--- config.mk ---
export PLATFORM = sky130hd
export DESIGN_NAME = run_len_adapt
export DESIGN_NICKNAME = d
export VERILOG_FILES = /design/src/rtl/run_len_adapt_pkg.sv /design/src/rtl/rla_classify.sv /design/src/rtl/rla_ceil_log2.sv /design/src/rtl/rla_scale.sv /design/src/rtl/run_len_adapt.sv
export SDC_FILE = /design/constraint.sdc
export NUM_CORES = 1
export LEC_CHECK = 0
export CORE_MARGIN = 2
export CORE_UTILIZATION = 35
export CTS_BUF_LIST = sky130_fd_sc_hd__clkbuf_4 sky130_fd_sc_hd__clkbuf_8
export DETAILED_ROUTE_END_ITERATION = 6
export SYNTH_ARGS = -nofsm -noshare
export SYNTH_HDL_FRONTEND = slang
export SYNTH_HIERARCHICAL = 1
export SYNTH_SLANG_ARGS = --single-unit
export TNS_END_PERCENT = 10
--- constraint.sdc ---
create_clock -name clk -period 3.2 [get_ports clk]
set_input_delay 0.64 -clock clk [delete_from_list [all_inputs] [get_ports clk]]
set_output_delay 0.64 -clock clk [all_outputs]
set_load 0.02 [all_outputs]
--- src/rtl/run_len_adapt_pkg.sv ---
package run_len_adapt_pkg;

  // Direction chosen for a request after comparing the ratio with the band
  typedef enum logic [1:0] {
    ADJ_HOLD   = 2'd0,
    ADJ_GROW   = 2'd1,
    ADJ_SHRINK = 2'd2
  } adj_dir_e;

  function automatic int unsigned max_u(input int unsigned a, input int unsigned b);
    return (a > b) ? a : b;
  endfunction

endpackage

--- src/rtl/rla_classify.sv ---
// Stage 1: clamp the inputs, place the ratio against the band,
// and pick the numerator and denominator whose ratio sets the exponent.
module rla_classify
  import run_len_adapt_pkg::*;
#(
  parameter int unsigned TW      = 16,
  parameter int unsigned NW      = 15,
  parameter int unsigned L_SHIFT = 1,
  parameter int unsigned H_SHIFT = 3,
  parameter int unsigned OW      = TW + max_u(L_SHIFT, H_SHIFT)
) (
  input  logic          clk,
  input  logic          rst_n,
  input  logic          vld_i,
  input  logic [TW-1:0] on_i,
  input  logic [TW-1:0] off_i,
  input  logic [NW-1:0] n_i,
  output logic          vld_o,
  output adj_dir_e      dir_o,
  output logic [OW-1:0] num_o,
  output logic [OW-1:0] den_o,
  output logic [NW-1:0] n_o
);

  logic [TW-1:0] on_c, off_c;
  logic [NW-1:0] n_c;
  logic [OW-1:0] on_w, lo_w, hi_w;
  adj_dir_e      dir_d;
  logic [OW-1:0] num_d, den_d;

  always_comb begin
    on_c  = (on_i  == '0) ? TW'(1) : on_i;
    off_c = (off_i == '0) ? TW'(1) : off_i;
    n_c   = (n_i   == '0) ? NW'(1) : n_i;
    on_w  = OW'(on_c);
    lo_w  = OW'(off_c) << L_SHIFT;
    hi_w  = OW'(off_c) << H_SHIFT;
    dir_d = ADJ_HOLD;
    num_d = on_w;
    den_d = on_w;
    if (lo_w > on_w) begin
      dir_d = ADJ_GROW;
      num_d = lo_w;
      den_d = on_w;
    end else if (hi_w < on_w) begin
      dir_d = ADJ_SHRINK;
      num_d = on_w;
      den_d = hi_w;
    end
  end

  always_ff @(posedge clk or negedge rst_n) begin
    if (!rst_n) begin
      vld_o <= 1'b0;
      dir_o <= ADJ_HOLD;
      num_o <= '0;
      den_o <= '0;
      n_o   <= '0;
    end else begin
      vld_o <= vld_i;
      if (vld_i) begin
        dir_o <= dir_d;
        num_o <= num_d;
        den_o <= den_d;
        n_o   <= n_c;
      end
    end
  end

  // Outside the band the numerator always exceeds the denominator
  AST_RATIO_ABOVE_ONE: assert property (@(posedge clk) disable iff (!rst_n)
    (vld_o && dir_o != ADJ_HOLD) |-> (num_o > den_o));

  // A clamped N never reaches the later stages as zero
  AST_N_CLAMPED: assert property (@(posedge clk) disable iff (!rst_n)
    vld_o |-> (n_o != '0));

endmodule

--- src/rtl/rla_ceil_log2.sv ---
// Stage 2: k = smallest integer with den * 2^k >= num, found from a
// monotone set of shifted comparisons (the count of the ones that fail).
module rla_ceil_log2
  import run_len_adapt_pkg::*;
#(
  parameter int unsigned OW   = 19,
  parameter int unsigned NW   = 15,
  parameter int unsigned KMAX = 19,
  parameter int unsigned EW   = $clog2(KMAX + 1)
) (
  input  logic          clk,
  input  logic          rst_n,
  input  logic          vld_i,
  input  adj_dir_e      dir_i,
  input  logic [OW-1:0] num_i,
  input  logic [OW-1:0] den_i,
  input  logic [NW-1:0] n_i,
  output logic          vld_o,
  output adj_dir_e      dir_o,
  output logic [EW-1:0] exp_o,
  output logic [NW-1:0] n_o
);

  localparam int unsigned CW = OW + KMAX;

  logic [KMAX-1:0] below;
  logic [EW-1:0]   exp_d;

  for (genvar j = 0; j < KMAX; j++) begin : g_cmp
    logic [CW-1:0] den_sh;
    assign den_sh   = CW'(den_i) << j;
    assign below[j] = den_sh < CW'(num_i);
  end

  always_comb begin
    exp_d = '0;
    for (int j = 0; j < KMAX; j++) begin
      if (below[j]) exp_d = exp_d + EW'(1);
    end
    if (dir_i == ADJ_HOLD) exp_d = '0;
  end

  always_ff @(posedge clk or negedge rst_n) begin
    if (!rst_n) begin
      vld_o <= 1'b0;
      dir_o <= ADJ_HOLD;
      exp_o <= '0;
      n_o   <= '0;
    end else begin
      vld_o <= vld_i;
      if (vld_i) begin
        dir_o <= dir_d_q(dir_i);
        exp_o <= exp_d;
        n_o   <= n_i;
      end
    end
  end

  function automatic adj_dir_e dir_d_q(input adj_dir_e d);
    return d;
  endfunction

  // A grow or shrink always moves N by at least one step
  AST_STEP_NONZERO: assert property (@(posedge clk) disable iff (!rst_n)
    (vld_o && dir_o != ADJ_HOLD) |-> (exp_o != '0));

  // The comparison bank is monotone: once a step suffices, every larger one does
  AST_MONOTONE: assert property (@(posedge clk) disable iff (!rst_n)
    vld_i |-> $countones(below ^ (below & (below >> 1))) <= 1);

endmodule

--- src/rtl/rla_scale.sv ---
// Stage 3: shift N by the exponent, saturating upward and flooring at one.
module rla_scale
  import run_len_adapt_pkg::*;
#(
  parameter int unsigned NW   = 15,
  parameter int unsigned KMAX = 19,
  parameter int unsigned EW   = $clog2(KMAX + 1)
) (
  input  logic          clk,
  input  logic          rst_n,
  input  logic          vld_i,
  input  adj_dir_e      dir_i,
  input  logic [EW-1:0] exp_i,
  input  logic [NW-1:0] n_i,
  output logic          done_o,
  output logic [NW-1:0] n_o
);

  localparam int unsigned XW = NW + KMAX + 1;
  localparam logic [NW-1:0] NMAX = '1;

  logic [XW-1:0] up_w;
  logic [NW-1:0] dn_w;
  logic [NW-1:0] n_d;

  always_comb begin
    up_w = XW'(n_i) << exp_i;
    dn_w = n_i >> exp_i;
    unique case (dir_i)
      ADJ_GROW:   n_d = (up_w > XW'(NMAX)) ? NMAX : up_w[NW-1:0];
      ADJ_SHRINK: n_d = (dn_w == '0) ? NW'(1) : dn_w;
      default:    n_d = n_i;
    endcase
  end

  always_ff @(posedge clk or negedge rst_n) begin
    if (!rst_n) begin
      done_o <= 1'b0;
      n_o    <= '0;
    end else begin
      done_o <= vld_i;
      if (vld_i) n_o <= n_d;
    end
  end

  AST_GROW_NOT_SMALLER: assert property (@(posedge clk) disable iff (!rst_n)
    (vld_i && dir_i == ADJ_GROW) |=> (n_o >= $past(n_i)));

  AST_SHRINK_NOT_LARGER: assert property (@(posedge clk) disable iff (!rst_n)
    (vld_i && dir_i == ADJ_SHRINK) |=> (n_o <= $past(n_i)));

  AST_HOLD_KEEPS: assert property (@(posedge clk) disable iff (!rst_n)
    (vld_i && dir_i == ADJ_HOLD) |=> (n_o == $past(n_i)));

  AST_RESULT_NONZERO: assert property (@(posedge clk) disable iff (!rst_n)
    done_o |-> (n_o != '0));

endmodule

--- src/rtl/run_len_adapt.sv ---
module run_len_adapt
  import run_len_adapt_pkg::*;
#(
  parameter int unsigned TW      = 16,
  parameter int unsigned NW      = 15,
  parameter int unsigned L_SHIFT = 1,
  parameter int unsigned H_SHIFT = 3
) (
  input  logic          clk,
  input  logic          rst_n,
  input  logic          upd_i,
  input  logic [TW-1:0] on_time_i,
  input  logic [TW-1:0] off_time_i,
  input  logic [NW-1:0] n_cur_i,
  output logic [NW-1:0] n_new_o,
  output logic          done_o
);

  localparam int unsigned MSH  = max_u(L_SHIFT, H_SHIFT);
  localparam int unsigned OW   = TW + MSH;
  localparam int unsigned KMAX = TW + MSH;
  localparam int unsigned EW   = $clog2(KMAX + 1);

  // Reset asserts at once and is released on a clock edge
  logic rst_m, rst_q;
  always_ff @(posedge clk or negedge rst_n) begin
    if (!rst_n) begin
      rst_m <= 1'b0;
      rst_q <= 1'b0;
    end else begin
      rst_m <= 1'b1;
      rst_q <= rst_m;
    end
  end

  logic          s1_vld, s2_vld;
  adj_dir_e      s1_dir, s2_dir;
  logic [OW-1:0] s1_num, s1_den;
  logic [NW-1:0] s1_n, s2_n;
  logic [EW-1:0] s2_exp;

  rla_classify #(
    .TW(TW), .NW(NW), .L_SHIFT(L_SHIFT), .H_SHIFT(H_SHIFT), .OW(OW)
  ) u_classify (
    .clk(clk), .rst_n(rst_q), .vld_i(upd_i),
    .on_i(on_time_i), .off_i(off_time_i), .n_i(n_cur_i),
    .vld_o(s1_vld), .dir_o(s1_dir), .num_o(s1_num), .den_o(s1_den), .n_o(s1_n)
  );

  rla_ceil_log2 #(
    .OW(OW), .NW(NW), .KMAX(KMAX), .EW(EW)
  ) u_log2 (
    .clk(clk), .rst_n(rst_q), .vld_i(s1_vld), .dir_i(s1_dir),
    .num_i(s1_num), .den_i(s1_den), .n_i(s1_n),
    .vld_o(s2_vld), .dir_o(s2_dir), .exp_o(s2_exp), .n_o(s2_n)
  );

  rla_scale #(
    .NW(NW), .KMAX(KMAX), .EW(EW)
  ) u_scale (
    .clk(clk), .rst_n(rst_q), .vld_i(s2_vld), .dir_i(s2_dir),
    .exp_i(s2_exp), .n_i(s2_n), .done_o(done_o), .n_o(n_new_o)
  );

  AST_DONE_NEEDS_REQ: assert property (@(posedge clk) disable iff (!rst_q)
    done_o |-> $past(upd_i, 3));

  AST_DONE_PULSE: assert property (@(posedge clk) disable iff (!rst_q)
    (done_o && !$past(upd_i, 2)) |=> !done_o);

endmodule

Yosys cells after proc, flatten, opt, wreduce, memory -nomap -nowiden
Cells that the tools add are included.
- $add $sub $neg: 18
- multipliers: 0
- divide/modulo/power cells: 0
- order comparisons: 22
- equal/unequal tests: 2
- shift-type cells: 2
- muxes and demuxes: 31
- bitwise logic cells: 0
- reductions and logical operators: 5
- operators by type and width (cell ; number):
    5-bit 2-to-1 mux ; 19
    5-bit by 1-bit adder with 5-bit output, second input constant ; 18
    15-bit 2-to-1 mux ; 3
    19-bit 2-to-1 mux ; 2
    37-bit by 19-bit less-than comparator with 1-bit output ; 1
    36-bit by 19-bit less-than comparator with 1-bit output ; 1
    35-bit by 15-bit > comparator with 1-bit output, second input constant ; 1
    35-bit by 19-bit less-than comparator with 1-bit output ; 1
    15-bit by 5-bit << shifter with 35-bit output ; 1
    34-bit by 19-bit less-than comparator with 1-bit output ; 1
    33-bit by 19-bit less-than comparator with 1-bit output ; 1
    16-bit logical NOT ; 2
    32-bit by 19-bit less-than comparator with 1-bit output ; 1
    16-bit 2-to-1 mux ; 2
    31-bit by 19-bit less-than comparator with 1-bit output ; 1
    15-bit logical NOT ; 2
    30-bit by 19-bit less-than comparator with 1-bit output ; 1
    15-bit case mux with 2 select lines ; 1
    29-bit by 19-bit less-than comparator with 1-bit output ; 1
    28-bit by 19-bit less-than comparator with 1-bit output ; 1
    27-bit by 19-bit less-than comparator with 1-bit output ; 1
    26-bit by 19-bit less-than comparator with 1-bit output ; 1
    25-bit by 19-bit less-than comparator with 1-bit output ; 1
    24-bit by 19-bit less-than comparator with 1-bit output ; 1
    14 further kinds ; 15
- register bits: 97
- bits in latches: 0
- bits in writable memories: 0
- ROM bits: 0
- bits of input ports: 50
- output and inout bits: 16
- logic and storage cells: 93
- memories: 0

Depth between registers and ports, before layout
- depth after elaboration: 39
- gate-level depth with buffers: 66
- mapped depth without buffers: 66

Cells and area by module
Netlist, hierarchy kept.
- by module, submodules not included (module ; instances ; cells each ; area an instance (um^2) ; sequential area each (um^2)):
    rla_ceil_log2 ; 1 ; 846 ; 7363.3 ; 575.6
    rla_classify ; 1 ; 336 ; 3209.3 ; 1351.3
    rla_scale ; 1 ; 367 ; 2894.0 ; 400.4
    run_len_adapt ; 1 ; 3 ; 53.8 ; 50.0

Worst setup path after synthesis
No wires, ideal clock.
- path type: reg2reg
- start: reg u_classify.den_o[1]
- end: reg u_log2.exp_o[4]
- setup time: 147 ps
- data arrival time: 11614 ps
- required time: 3053 ps
- setup slack: -8561 ps
- cell stages (with the launch flop): 61
- path buffers: 0
- period minus slack after synthesis: 11761 ps
- path through: dfrtp_1 > ha_1 > a21o_1 > a21o_1 > a21o_1 > a21o_1 > a21o_1 > a21o_1 > a21o_1 > a21o_1 > a21o_1 > a21o_1 > a21o_1 > a21o_1 > a21o_1 > a21o_1 > a21o_1 > a21oi_1 > [... 25 more ...] > o21ai_1 > xnor2_1 > nand2_1 > o21a_1 > ha_1 > a22oi_1 > xor2_1 > nand2_1 > o21a_1 > ha_1 > nor2b_1 > a211o_1 > or4_1 > a221oi_1 > xor2_1 > nand4_1 > xnor2_1 > o22ai_1
- longest elaborated chain between the ends: 39
- elaborated cells on any way between the ends: 57
- classes of those cells: add/sub (18); order compare (19); mux (20)
- RTL lines (item ; line ; RTL):
    start: declaration ; rla_classify.sv:21 ; output logic [OW-1:0] den_o,
    start signal: assignment ; rla_classify.sv:64 ; den_o <= den_d;
    19-bit less-than comparator ; rla_ceil_log2.sv:32 ; assign below[j] = den_sh < CW'(num_i);
    1-bit 2-to-1 mux ; rla_ceil_log2.sv:38 ; if (below[j]) exp_d = exp_d + EW'(1);
    5-bit by 1-bit adder with 5-bit output ; rla_ceil_log2.sv:38 ;
    5-bit 2-to-1 mux ; rla_ceil_log2.sv:38 ;
    5-bit by 1-bit adder with 5-bit output ; rla_ceil_log2.sv:38 ;
    5-bit 2-to-1 mux ; rla_ceil_log2.sv:38 ;
    5-bit by 1-bit adder with 5-bit output ; rla_ceil_log2.sv:38 ;
    5-bit 2-to-1 mux ; rla_ceil_log2.sv:38 ;
    [... 23 more ...] ; n/a ;
    5-bit 2-to-1 mux ; rla_ceil_log2.sv:38 ;
    5-bit by 1-bit adder with 5-bit output ; rla_ceil_log2.sv:38 ;
    5-bit 2-to-1 mux ; rla_ceil_log2.sv:38 ;
    5-bit by 1-bit adder with 5-bit output ; rla_ceil_log2.sv:38 ;
    5-bit 2-to-1 mux ; rla_ceil_log2.sv:38 ;
    5-bit by 1-bit adder with 5-bit output ; rla_ceil_log2.sv:38 ;
    5-bit 2-to-1 mux * ; rla_ceil_log2.sv:38 ;
    5-bit 2-to-1 mux * ; rla_ceil_log2.sv:40 ; if (dir_i == ADJ_HOLD) exp_d = '0;
    end signal: assignment ; rla_ceil_log2.sv:53 ; exp_o <= exp_d;
    end: declaration ; rla_ceil_log2.sv:20 ; output logic [EW-1:0] exp_o,
Every way passes the cells marked *; elsewhere a longest branch is shown, timed or not.
A chain may end at the register's enable or synchronous reset.

Final worst setup path
- start: reg u_classify.den_o[0]
- end: reg u_log2.exp_o[2]
Same word-level chain as after synthesis.

==> run metrics <==
dpl cells 2400; die area slightly above 40000 um2; CTS tree done; # setup viols final 5; Synth Area in Simple Gates between 15 and 20%; kind of critical path flip-flop to flip-flop; post-synthesis cell type count approximately 110; Detail Route Antenna Nets 0; P per Cell Area 597 nW/um2; fin. max-slew vios 0; drt pass-1 iters 5; FFs w/ async S/R, synth between 90% and 100%; Synth Flop Type dfrtp_1; all-layer global routing usage about a fifth; Final nets 2199; I/O pins 66; H-tree depth 3; Hold Fails Final Rpt 0; CP Data Arrival Time between 10 and 15 ns; FF+latch area between 2000 and 2500 um2; Slew Limit Headroom about 27%; Reg clk slew, reported paths ~0.13 ns; Int Power a little under 0.006 W; hold_buf cts 0; sequential area share after synthesis between 15 and 20%; Compound-Gate Fraction of Synth Area approximately a quarter; Clock Skew ~0.029 ns; share of power burned in registers roughly 16%; Max Fclk roughly 89 MHz; IO Port Bufs 65; CTS Buffer Depth 2; fin cells ~2400; layout cells sized above 1 a little under a third; mux share of post-synthesis cell area under 10%; DP Wirelength 34300 um; crit start category flip-flop; vias 13550; Yosys reg bits between 90 and 100; final period utilization 351%; number of synthesized flops with an enable pin 0; post-synthesis cell count around 1600; GPL Wtd Cong between 0.9 and 1; Slowest cell on crit path dfrtp_2; pre-CTS WS -8.22 ns; Hold WS 0.364 ns; area grow syn2layout 32.0%; xor/xnor share of the synthesized area slightly above 6%; First DRT Iteration DRCs ~860; Sw Pwr roughly 0.0048 W; GRT overflow 0; synthesized area around 14000 um2; Core ar. approximately 38000 um2; CP Capture Type flip-flop; syn avg cell area 8.71 um2; Multi-input gate area around 11000 um2; status complete, but fails checks; Tmin final 11.23 ns; Setup TNS -35.32 ns; Slew @ Worst Pin 1.09 ns; combinational share of power 76.2%; Fill cells between 3000 and 4000; CTS Buf Count 9; Initial Util between 30% and 40%; worst hold path class input port to async pin; diode count 0; vias in the first global route 13630; largest family of logic cells by synthesized area compound AO/OA/AOI/OAI gates; adder-cell share of the synthesized area around 22%; top cell family by delay on the critical path compound AO/OA/AOI/OAI gates; slowest stage delay, CP about 0.45 ns; failing checks negative setup slack; maxcap violations 0; Die W 201 um; Chip Height ~200 um; # DRC 0; worst skew pair latency approximately 0.42 ns; Clock Sinks 95; Worst IR Drop VDD 320 uV; DR vias/cell between 5 and 6; final setup margin -8.03 ns; Critical path buffers and inverters 8; most frequent CP cell a21o_1; Max Fanout on Critical Path 3; CP required 3.48 ns; initial antenna violation count 0; Yosys warning count 6; FP Rows 71; clock share of power around 8.1%; overall routed net length 43300 um; Lkg Pwr approximately 8 nW; RSZ-0062 raised after global routing yes; clock root buffer clkbuf_8; Switching Fraction 44.8%; largest net degree at the start of global routing 83; first-pass GRT wire length around 70000 um; Routed WL per cell between 15 and 20 um
cells in the mapped netlist, drive strengths merged (19+ instances only):
master / instances / share of area [%]
nor3: 35 / 1.4
nand3: 37 / 1.4
mux2: 50 / 4.2
mux4: 20 / 3.3
a21oi: 99 / 3.8
dfrtp: 95 / 18
nor2: 90 / 2.6
a31oi: 39 / 1.8
xnor2: 47 / 3.5
nor4: 19 / 0.93
inv: 81 / 2.2
ha: 233 / 22
mux2i: 20 / 1.5
clkbuf: 52 / 1.6
nand4: 19 / 0.88
xor2: 19 / 1.4
buf: 27 / 1.6
o21ai: 76 / 2.8
nand2b: 20 / 0.93
a21o: 41 / 2.3
nand2: 135 / 3.7
o21a: 22 / 1.2
cell usage in the layout, fill, tap and decap left out, drive strengths merged, types with 20 or more instances in the layout:
master / netlist / routed
nand2: 135 / 135
ha: 233 / 233
mux4: 20 / 20
buf: 27 / 367
a21oi: 99 / 99
dfrtp: 95 / 95
o21a: 22 / 22
mux2: 50 / 50
nand2b: 20 / 20
a21o: 41 / 41
xnor2: 47 / 47
mux2i: 20 / 20
nor3: 35 / 35
o21ai: 76 / 76
inv: 81 / 86
nor2: 90 / 90
nand3: 37 / 37
a31oi: 39 / 39
clkdlybuf4s50: 0 / 62
power groups by stage:
stage                     Clock, W  Sequential, W  Combinational (W)
after floorplan                  0        0.00174            0.00441
after global placement           0        0.00170            0.00726
after detailed placement         0        0.00170            0.00735
after CTS                 0.000889        0.00168            0.00757
after global routing      0.000931        0.00172            0.00879
final                     0.000861        0.00168            0.00811
registers in the layout (all words and copies together), names as in the netlist:
name	cells
u_log2/n_o	15
u_log2/exp_o	5
rst_m	1
u_classify/den_o	19
u_log2/vld_o	1
u_classify/num_o	17
u_scale/n_o	15
u_classify/vld_o	1
u_log2/dir_o	2
u_scale/done_o	1
u_classify/dir_o	2
u_classify/n_o	15
rst_q	1
stage by stage:
| stage | utilization (%) | area [um2] | total power, W |
|---|---|---|---|
| 5_1_grt | 47.2 | 17800 | 0.0114 |
| 3_5_place_dp | 45.5 | 17200 | 0.00905 |
| 2_1_floorplan | - | 13700 | 0.00615 |
| 6_report | 47.2 | 17800 | 0.0106 |
| 3_3_place_gp | 45.5 | 17200 | 0.00896 |
| 4_1_cts | 46.4 | 17500 | 0.0101 |
repair_timing:
item | in CTS | in global routing
buffers inserted | 7 | 9
pin swaps | 40 | 36
resized for setup | 14 | 42
setup endpoints to repair | 5 | 24
area by class of cell:
| type | count | area share, % |
|---|---|---|
| inverter | 85 | 1.80 |
| clock inverter | 7 | 0.456 |
| timing repair buffer | 431 | 19.3 |
| tap | 511 | 3.58 |
| clock buffer | 9 | 0.694 |
| sequential | 95 | 13.4 |
| multi-input combinational | 1294 | 60.8 |
logic make-up after synthesis:
logic type | after synthesis
AOI/OAI and AO/OA | 447
muxes | 90
and+or+nand+nor | 446
xor gates and xnor gates | 73
buffers and inverters | 164
DFF | 95
adders and majority gates | 235
other | 2
path summary, 6_finish.rpt:
path | from | end | slack, ns | cells past startpoint
setup reg to reg | u_classify/den_o[0]$_DFFE_PN0P_ | u_log2/exp_o[2]$_DFFE_PN0P_ | -8.03 | 67
hold / removal | rst_n | rst_q$_DFF_PN0_ | 0.36 | 1
hold reg to reg | rst_m$_DFF_PN0_ | rst_q$_DFF_PN0_ | 0.36 | 0
min in group clk | rst_m$_DFF_PN0_ | rst_q$_DFF_PN0_ | 0.36 | 0
max in group asynchronous | rst_q$_DFF_PN0_ | u_log2/n_o[1]$_DFFE_PN0P_ | 1.86 | 1
setup / recovery | u_classify/den_o[0]$_DFFE_PN0P_ | u_log2/exp_o[2]$_DFFE_PN0P_ | -8.03 | 67
layer usage:
metal  global-route usage [%]  vias up  share of wire (%)
met1                     27.0     6502                 44
met2                     37.2      365                 49
met5                        0        -                  0
met4                     6.98        0                3.0
li1                         -     6594                  -
met3                     2.89       89                4.6
Power figures use the tool's default switching activity.
